$ cat config.mk
export PLATFORM = sky130hd
export DESIGN_NAME = spi_baud_div
export DESIGN_NICKNAME = d
export VERILOG_FILES = /design/src/rtl/spi_baud_pkg.sv /design/src/rtl/spi_baud_prescale.sv /design/src/rtl/spi_baud_binstage.sv /design/src/rtl/spi_baud_div.sv
export SDC_FILE = /design/constraint.sdc
export NUM_CORES = 1
export LEC_CHECK = 0
export BUFFER_PORTS_ARGS = -buffer_cell sky130_fd_sc_hd__clkbuf_2
export CAP_MARGIN = 15
export CORE_MARGIN = 1
export CORE_UTILIZATION = 55
export CTS_BUF_LIST = sky130_fd_sc_hd__clkbuf_2
export CTS_CLUSTER_DIAMETER = 30
export DETAILED_ROUTE_END_ITERATION = 8
export GPL_TIMING_DRIVEN = 0
export HOLD_SLACK_MARGIN = 0.02
export PLACE_DENSITY_LB_ADDON = 0.15
export SETUP_SLACK_MARGIN = 0.5
export SKIP_LAST_GASP = 1
export SYNTH_ARGS = -nofsm -noshare
export SYNTH_HDL_FRONTEND = slang
export SYNTH_HIERARCHICAL = 1
export SYNTH_SLANG_ARGS = --single-unit
$ cat constraint.sdc
create_clock -name clk_i -period 2.6 [get_ports clk_i]
set_input_delay 0.13 -clock clk_i [delete_from_list [all_inputs] [get_ports clk_i]]
set_output_delay 0.13 -clock clk_i [all_outputs]
set_load 0.005 [all_outputs]
$ cat src/rtl/spi_baud_pkg.sv
package spi_baud_pkg;
  localparam int unsigned PRE_W_DEF = 3;
  localparam int unsigned SEL_W_DEF = 3;
endpackage

$ cat src/rtl/spi_baud_prescale.sv
module spi_baud_prescale #(
  parameter int unsigned PRE_W = spi_baud_pkg::PRE_W_DEF
) (
  input  logic             clk_i,
  input  logic             rst_ni,
  input  logic             clr_i,
  input  logic [PRE_W-1:0] limit_i,
  output logic             tc_o
);
  logic [PRE_W-1:0] cnt_q;

  assign tc_o = (cnt_q == limit_i);

  always_ff @(posedge clk_i or negedge rst_ni) begin
    if (!rst_ni)    cnt_q <= '0;
    else if (clr_i) cnt_q <= '0;
    else if (tc_o)  cnt_q <= '0;
    else            cnt_q <= cnt_q + 1'b1;
  end
endmodule

$ cat src/rtl/spi_baud_binstage.sv
module spi_baud_binstage #(
  parameter int unsigned SEL_W = spi_baud_pkg::SEL_W_DEF
) (
  input  logic             clk_i,
  input  logic             rst_ni,
  input  logic             clr_i,
  input  logic             step_i,
  input  logic [SEL_W-1:0] sel_i,
  output logic             tc_o
);
  localparam int unsigned BIN_W = (1 << SEL_W) - 1;

  logic [BIN_W-1:0] cnt_q;
  logic [BIN_W-1:0] mask;

  // terminal count is 2^sel - 1
  always_comb begin
    mask = '0;
    for (int i = 0; i < BIN_W; i++) mask[i] = (i < int'(sel_i));
  end

  assign tc_o = step_i && (cnt_q == mask);

  always_ff @(posedge clk_i or negedge rst_ni) begin
    if (!rst_ni)     cnt_q <= '0;
    else if (clr_i)  cnt_q <= '0;
    else if (tc_o)   cnt_q <= '0;
    else if (step_i) cnt_q <= cnt_q + 1'b1;
  end
endmodule

$ cat src/rtl/spi_baud_div.sv
module spi_baud_div #(
  parameter int unsigned PRE_W = spi_baud_pkg::PRE_W_DEF,
  parameter int unsigned SEL_W = spi_baud_pkg::SEL_W_DEF
) (
  input  logic             clk_i,
  input  logic             rst_ni,
  input  logic             en_i,
  input  logic [PRE_W-1:0] presel_i,
  input  logic [SEL_W-1:0] sel_i,
  output logic             tick_o,
  output logic             sck_ref_o
);
  localparam int unsigned CFG_W = PRE_W + SEL_W;

  logic [CFG_W-1:0] cfg_q;
  logic             cfg_chg;
  logic             clr;
  logic             pre_tc;
  logic             bin_tc;
  logic             tick_d;
  logic             tick_q;
  logic             ref_q;

  assign cfg_chg = (cfg_q != {presel_i, sel_i});
  assign clr     = !en_i || cfg_chg;
  assign tick_d  = en_i && !cfg_chg && bin_tc;

  spi_baud_prescale #(.PRE_W(PRE_W)) i_pre (
    .clk_i   (clk_i),
    .rst_ni  (rst_ni),
    .clr_i   (clr),
    .limit_i (presel_i),
    .tc_o    (pre_tc)
  );

  spi_baud_binstage #(.SEL_W(SEL_W)) i_bin (
    .clk_i  (clk_i),
    .rst_ni (rst_ni),
    .clr_i  (clr),
    .step_i (pre_tc),
    .sel_i  (sel_i),
    .tc_o   (bin_tc)
  );

  always_ff @(posedge clk_i or negedge rst_ni) begin
    if (!rst_ni) begin
      cfg_q  <= '0;
      tick_q <= 1'b0;
      ref_q  <= 1'b0;
    end else begin
      cfg_q  <= {presel_i, sel_i};
      tick_q <= tick_d;
      if (!en_i)       ref_q <= 1'b0;
      else if (tick_d) ref_q <= ~ref_q;
    end
  end

  assign tick_o    = tick_q;
  assign sck_ref_o = ref_q;
endmodule

# After elaboration in Yosys (flattened, before gate mapping)
# Cells that the tools add are included.
# totals
ff_bits	18
inputBits	9
output_inout_bits	2
wordCells	33
# classes
n_addsub	2
magnitude_cmp	7
n_eq_ne	4
mux	7
n_bitwise	1
n_reduce_logical	7
# op_table
operator	count
7-bit two-way mux	3
3-bit less-than comparator (first input constant)	3
7-bit by 1-bit adder with 7-bit output (second input constant)	1
7-bit == test	1
1-bit by 3-bit less-than comparator with 1-bit output (first input constant)	2
2-bit by 3-bit less-than comparator with 1-bit output (first input constant)	2
3-bit two-way mux	2
6-bit != test	1
3-bit by 1-bit adder with 3-bit output (second input constant)	1
3-bit == test	1
1-bit logical AND	3
3-bit nonzero test	1
1-bit zero test	2
1-bit two-way mux	2
2-bit by 1-bit != test with 1-bit output (second input constant)	1
1-bit logical OR	1
1-bit NOT	1

# Logic depth before layout (Yosys ltp)
# logic_depth
ltp_word	6
depth_mapped	7
mapped_depth_nobuf	6

# By module
# The synthesis kept the hierarchy.
# by_module_without_submodules
module	instances	cells_each	area_each_um2	seq_area_each_um2
spi_baud_binstage	1	52	496.7	175.2
spi_baud_div	1	23	314.1	200.2
spi_baud_prescale	1	13	160.2	75.1

# Worst setup path after synthesis
# No wires, ideal clock.
# synth_path
path_type	reg-to-reg
startpoint	reg i_bin.cnt_q[4]
endpoint	reg ref_q (netlist: sck_ref_o)
setup_ns	0.079
t_arrival_ns	1.833
required_ns	2.521
setup_slack_ns	0.688
path_stages_with_launch	7
path_buffers	0
synth_period_minus_slack_ns	1.912
path_cell_list	dfrtp_1 or4_1 o32ai_1 a31oi_1 nor3_1 nor4b_2 mux2i_1
# synth_via
elab_chain_len	4
# synth_rtl
item	line	source
start, declared	spi_baud_binstage.sv:13	logic [BIN_W-1:0] cnt_q;
start signal, assigned	spi_baud_binstage.sv:28	else if (step_i) cnt_q <= cnt_q + 1'b1;
7-bit == test	spi_baud_binstage.sv:22	assign tc_o = step_i && (cnt_q == mask);
1-bit logical AND	spi_baud_binstage.sv:22	
net bin_tc	spi_baud_div.sv:19	logic bin_tc;
1-bit logical AND	spi_baud_div.sv:26	assign tick_d = en_i && !cfg_chg && bin_tc;
2-bit by 1-bit != test with 1-bit output (no line)	--	
end signal, assigned	spi_baud_div.sv:54	else if (tick_d) ref_q <= ~ref_q;
end, declared	spi_baud_div.sv:22	logic ref_q;
# The timed path passes the listed nets, and every way through them passes these cells.
# A chain may end at the register's enable or synchronous reset.

# Worst setup path in the final report
# layout_path
startpoint	reg i_pre.cnt_q[0]
endpoint	reg i_bin.cnt_q[1]
# layout_via
elab_chain_len	4
elab_cells_between_ends	5
classes_between	eq/ne (1); mux (2); reduce/logical (2)
# layout_rtl
item	line	source
start, declared	spi_baud_prescale.sv:10	logic [PRE_W-1:0] cnt_q;
start signal, assigned	spi_baud_prescale.sv:18	else cnt_q <= cnt_q + 1'b1;
3-bit == test *	spi_baud_prescale.sv:12	assign tc_o = (cnt_q == limit_i);
net pre_tc	spi_baud_div.sv:18	logic pre_tc;
1-bit logical AND	spi_baud_binstage.sv:22	
7-bit two-way mux	spi_baud_binstage.sv:27	else if (tc_o) cnt_q <= '0;
7-bit two-way mux	spi_baud_binstage.sv:26	else if (clr_i) cnt_q <= '0;
# Mark *: on every way through the listed nets, which the timed path passes. The rest lies on a longest branch.

==> flow_summary.toml <==
[clock_network]
clock_latency_ps = 290
cts_sinks = 18
clk_path_buf_depth = 2
path_clk_slew_ps = 150
ctsHtreeMaxLevel = 1
cts_root_buf = "clkbuf_2"
cts_tree = "yes"
cts_buffers = 3

[critical_path]
startpoint_type = "register"
slowest_delay_ps = 470
worstPathCellList = "xnor2_2 > and3_4 > o211ai_1 > buf_4 > buf_4 > o311ai_0 > a21oi_1"
crit_path_frequent_cell = "buf_4"
cp-end-kind = "register"
r2r_start = "i_pre/cnt_q[0]"
worstSetupPathType = "reg2reg"
required_ps = 2790
path_max_fanout = 7
worstPathArrival_ps = 2140
cpMaxStageDelayCell = "dfrtp_1"
crit_start = "i_pre/cnt_q[0]"

[sta]
clock_skew_ps = 10.2
relSlewSlack_pct = 71.7
rsz0062_at_grt = "false"
slew_violations = 0
final_hold_viol_count = 0
fin_ws_ps = 645
fin_hold_ws_ps = 107
fin_crit_ps = 1960
tns_ps = 0
max_freq_mhz = 511
setup_viol_count_final = 0
period_share_pct = 75.2
tightest_slew_ps = 420

[status]
status = "completed"

[power_and_ir_drop]
irDropWorstVdd_uv = 447
finalPower_mw = 0.462
clkPwrFrac_pct = 23.9
switching_share_pct = 24.9
leakage_nw = 0.537
combinationalPowerShare_pct = 14.0
seq_power_share_pct = 62.1
power_density_nw_per_um2 = 377
p_int_mw = 0.347
p_switching_mw = 0.115

[global_route]
grt_pass1_wl_um = 3130
grt_pass1_vias = 711
grt_max_degree = 19
grtUsageTotal_pct = 22.9
overflow = 0
antenna_found_initial = 0

[routing]
routed_wl_um = 2040
viasPerCell = 5.88
wl_per_cell_um = 15.4
drc = 0
drt_iter0_markers = 21
num_vias = 776
first_pass_iters = 6
drt.antenna.violating_nets = 0

[yosys]
synth-seq-area-share_pct = 46.4
syn_area_um2 = 971
synth_seq_cells = 18
yosys_warnings = 6
synthCells = 88
syn_nets = 99
synth_cell_types = 36
synth_area_per_cell_um2 = 11.0

[placed_design]
pre_cts_slack_ps = 314
portBuffers = 10
hpwl_um = 1320
place.gp.congestion = 0.773

[cells_and_area]
finalNetCount = 128
final_common_cell = "dfrtp_1"
drive_gt1_share_pct = 28.4
fillers = 108
syn_to_final_growth_pct = 26.3
diodes = 0
final_cell_mix = "15 x dfrtp_1, 13 x clkbuf_2, 10 x xor2_1"

[die]
die_h_um = 44.0
pin_count = 11
design.die.area_um2 = 1940
fp.dieW_um = 44.0
core_area_um2 = 1580
start_util_pct = 61.6
rows = 14

[run]
max_cap_viol_count = 0

[worst_hold_path]
hold_class = "in2reg"
hp-start = "en_i"
## path summary, 6_finish.rpt
check                                 end  slack (ps)  cells after the start
setup / recovery           i_bin/cnt_q[1]         640                      7
min in group asynchronous        cfg_q[3]         280                      2
setup reg to reg           i_bin/cnt_q[1]         640                      7
hold / removal                  sck_ref_o         110                      3
max in group asynchronous  i_bin/cnt_q[4]        1990                      2
hold reg to reg                 sck_ref_o         580                      2
## power by group through the flow
| stage | clock network (mW) | registers (mW) | logic [mW] |
|---|---|---|---|
| 2_1_floorplan | 0 | 0.292 | 0.0277 |
| 3_3_place_gp | 0 | 0.292 | 0.0475 |
| 6_report | 0.111 | 0.287 | 0.0648 |
| 4_1_cts | 0.115 | 0.287 | 0.0568 |
| 3_5_place_dp | 0 | 0.292 | 0.0490 |
| 5_1_grt | 0.130 | 0.288 | 0.0718 |
## routing by layer
metal | GRT usage [%] | up-vias | share of wire, %
met5 | 0 | - | 0
met4 | 5.45 | 0 | 0.39
met3 | 7.35 | 2 | 2.5
met2 | 35.3 | 13 | 50
met1 | 31.8 | 374 | 47
li1 | - | 387 | -
## kinds of logic after synthesis
logic type	Yosys count	share of synthesized area, %
muxes	1	1.03
buffers and inverters	7	3.61
adders and majority gates	2	2.58
and+or+nand+nor	23	14.0
DFF	18	46.4
xor gates and xnor gates	17	15.3
AOI/OAI and AO/OA	20	17.0
## cell usage after synthesis
master	count	area [um^2]
a2111oi_0	1	8.76
o31a_2	1	10.0
o32ai_1	1	8.76
a311oi_1	3	26.3
a31oi_1	1	6.26
o211ai_1	1	7.51
o311ai_0	1	8.76
or4_1	1	7.51
nor4b_2	1	15.0
buf_2	1	5.00
nand2_1	4	15.0
and3_1	1	6.26
o311a_1	3	30.0
or2b_2	1	8.76
a211oi_1	1	7.51
a2111o_1	1	11.3
nor3_1	5	25.0
o21ai_0	1	5.00
buf_6	1	11.3
ha_1	2	25.0
and3_2	1	7.51
a21oi_1	3	15.0
nand4_1	1	6.26
xnor2_1	7	61.3
xor2_1	10	87.6
or2_1	1	6.26
nor2_1	2	7.51
a41oi_1	1	8.76
clkinv_1	1	3.75
and4_1	1	8.76
mux2i_1	1	10.0
o2111a_1	1	11.3
nand2b_1	2	12.5
inv_1	4	15.0
dfrtp_1	18	450
nand3_1	2	10.0
## per-stage QoR
step	cells	utilization [%]	area, um^2
5_1_grt	132	77.8	1230
3_5_place_dp	114	66.0	1040
6_report	132	77.8	1230
4_1_cts	125	71.8	1130
2_1_floorplan	88	-	971
3_3_place_gp	114	66.0	1040
## final cells by class
type                    count  area (um^2)  share of cell area (%)
plain buffers               2         16.3                    1.33
well taps                  16         20.0                    1.63
clock buffers               3         15.0                    1.22
inverters                   5         18.8                    1.53
clock inverters             1         3.75                   0.306
multi-input cells          63          526                    42.9
repair buffers             24          173                    14.1
flip-flops and latches     18          454                    37.0
## worst max-delay path: cells and delay by family, from the launching register on
family,cells,cell delay [ps]
xor gates and xnor gates,1,240
AOI/OAI and AO/OA,3,560
buffers and inverters,2,310
DFF,1,470
and+or+nand+nor,1,280
## state kept, by name, indices dropped and copies added (netlist names)
signal and count:
i_bin/cnt_q 7, cfg_q 6, i_pre/cnt_q 3, sck_ref_o 1, tick_o 1
## timing repair
| item | in CTS | in global routing |
|---|---|---|
| hold buffers | 6 | 1 |
| gates resized for setup | 1 | 8 |
| setup buffers | 1 | 6 |
| endpoints found under the setup margin | 1 | 2 |
| pin swaps | 1 | 2 |
| hold endpoints to repair | 23 | 1 |
(Power assumes the default switching activity.)
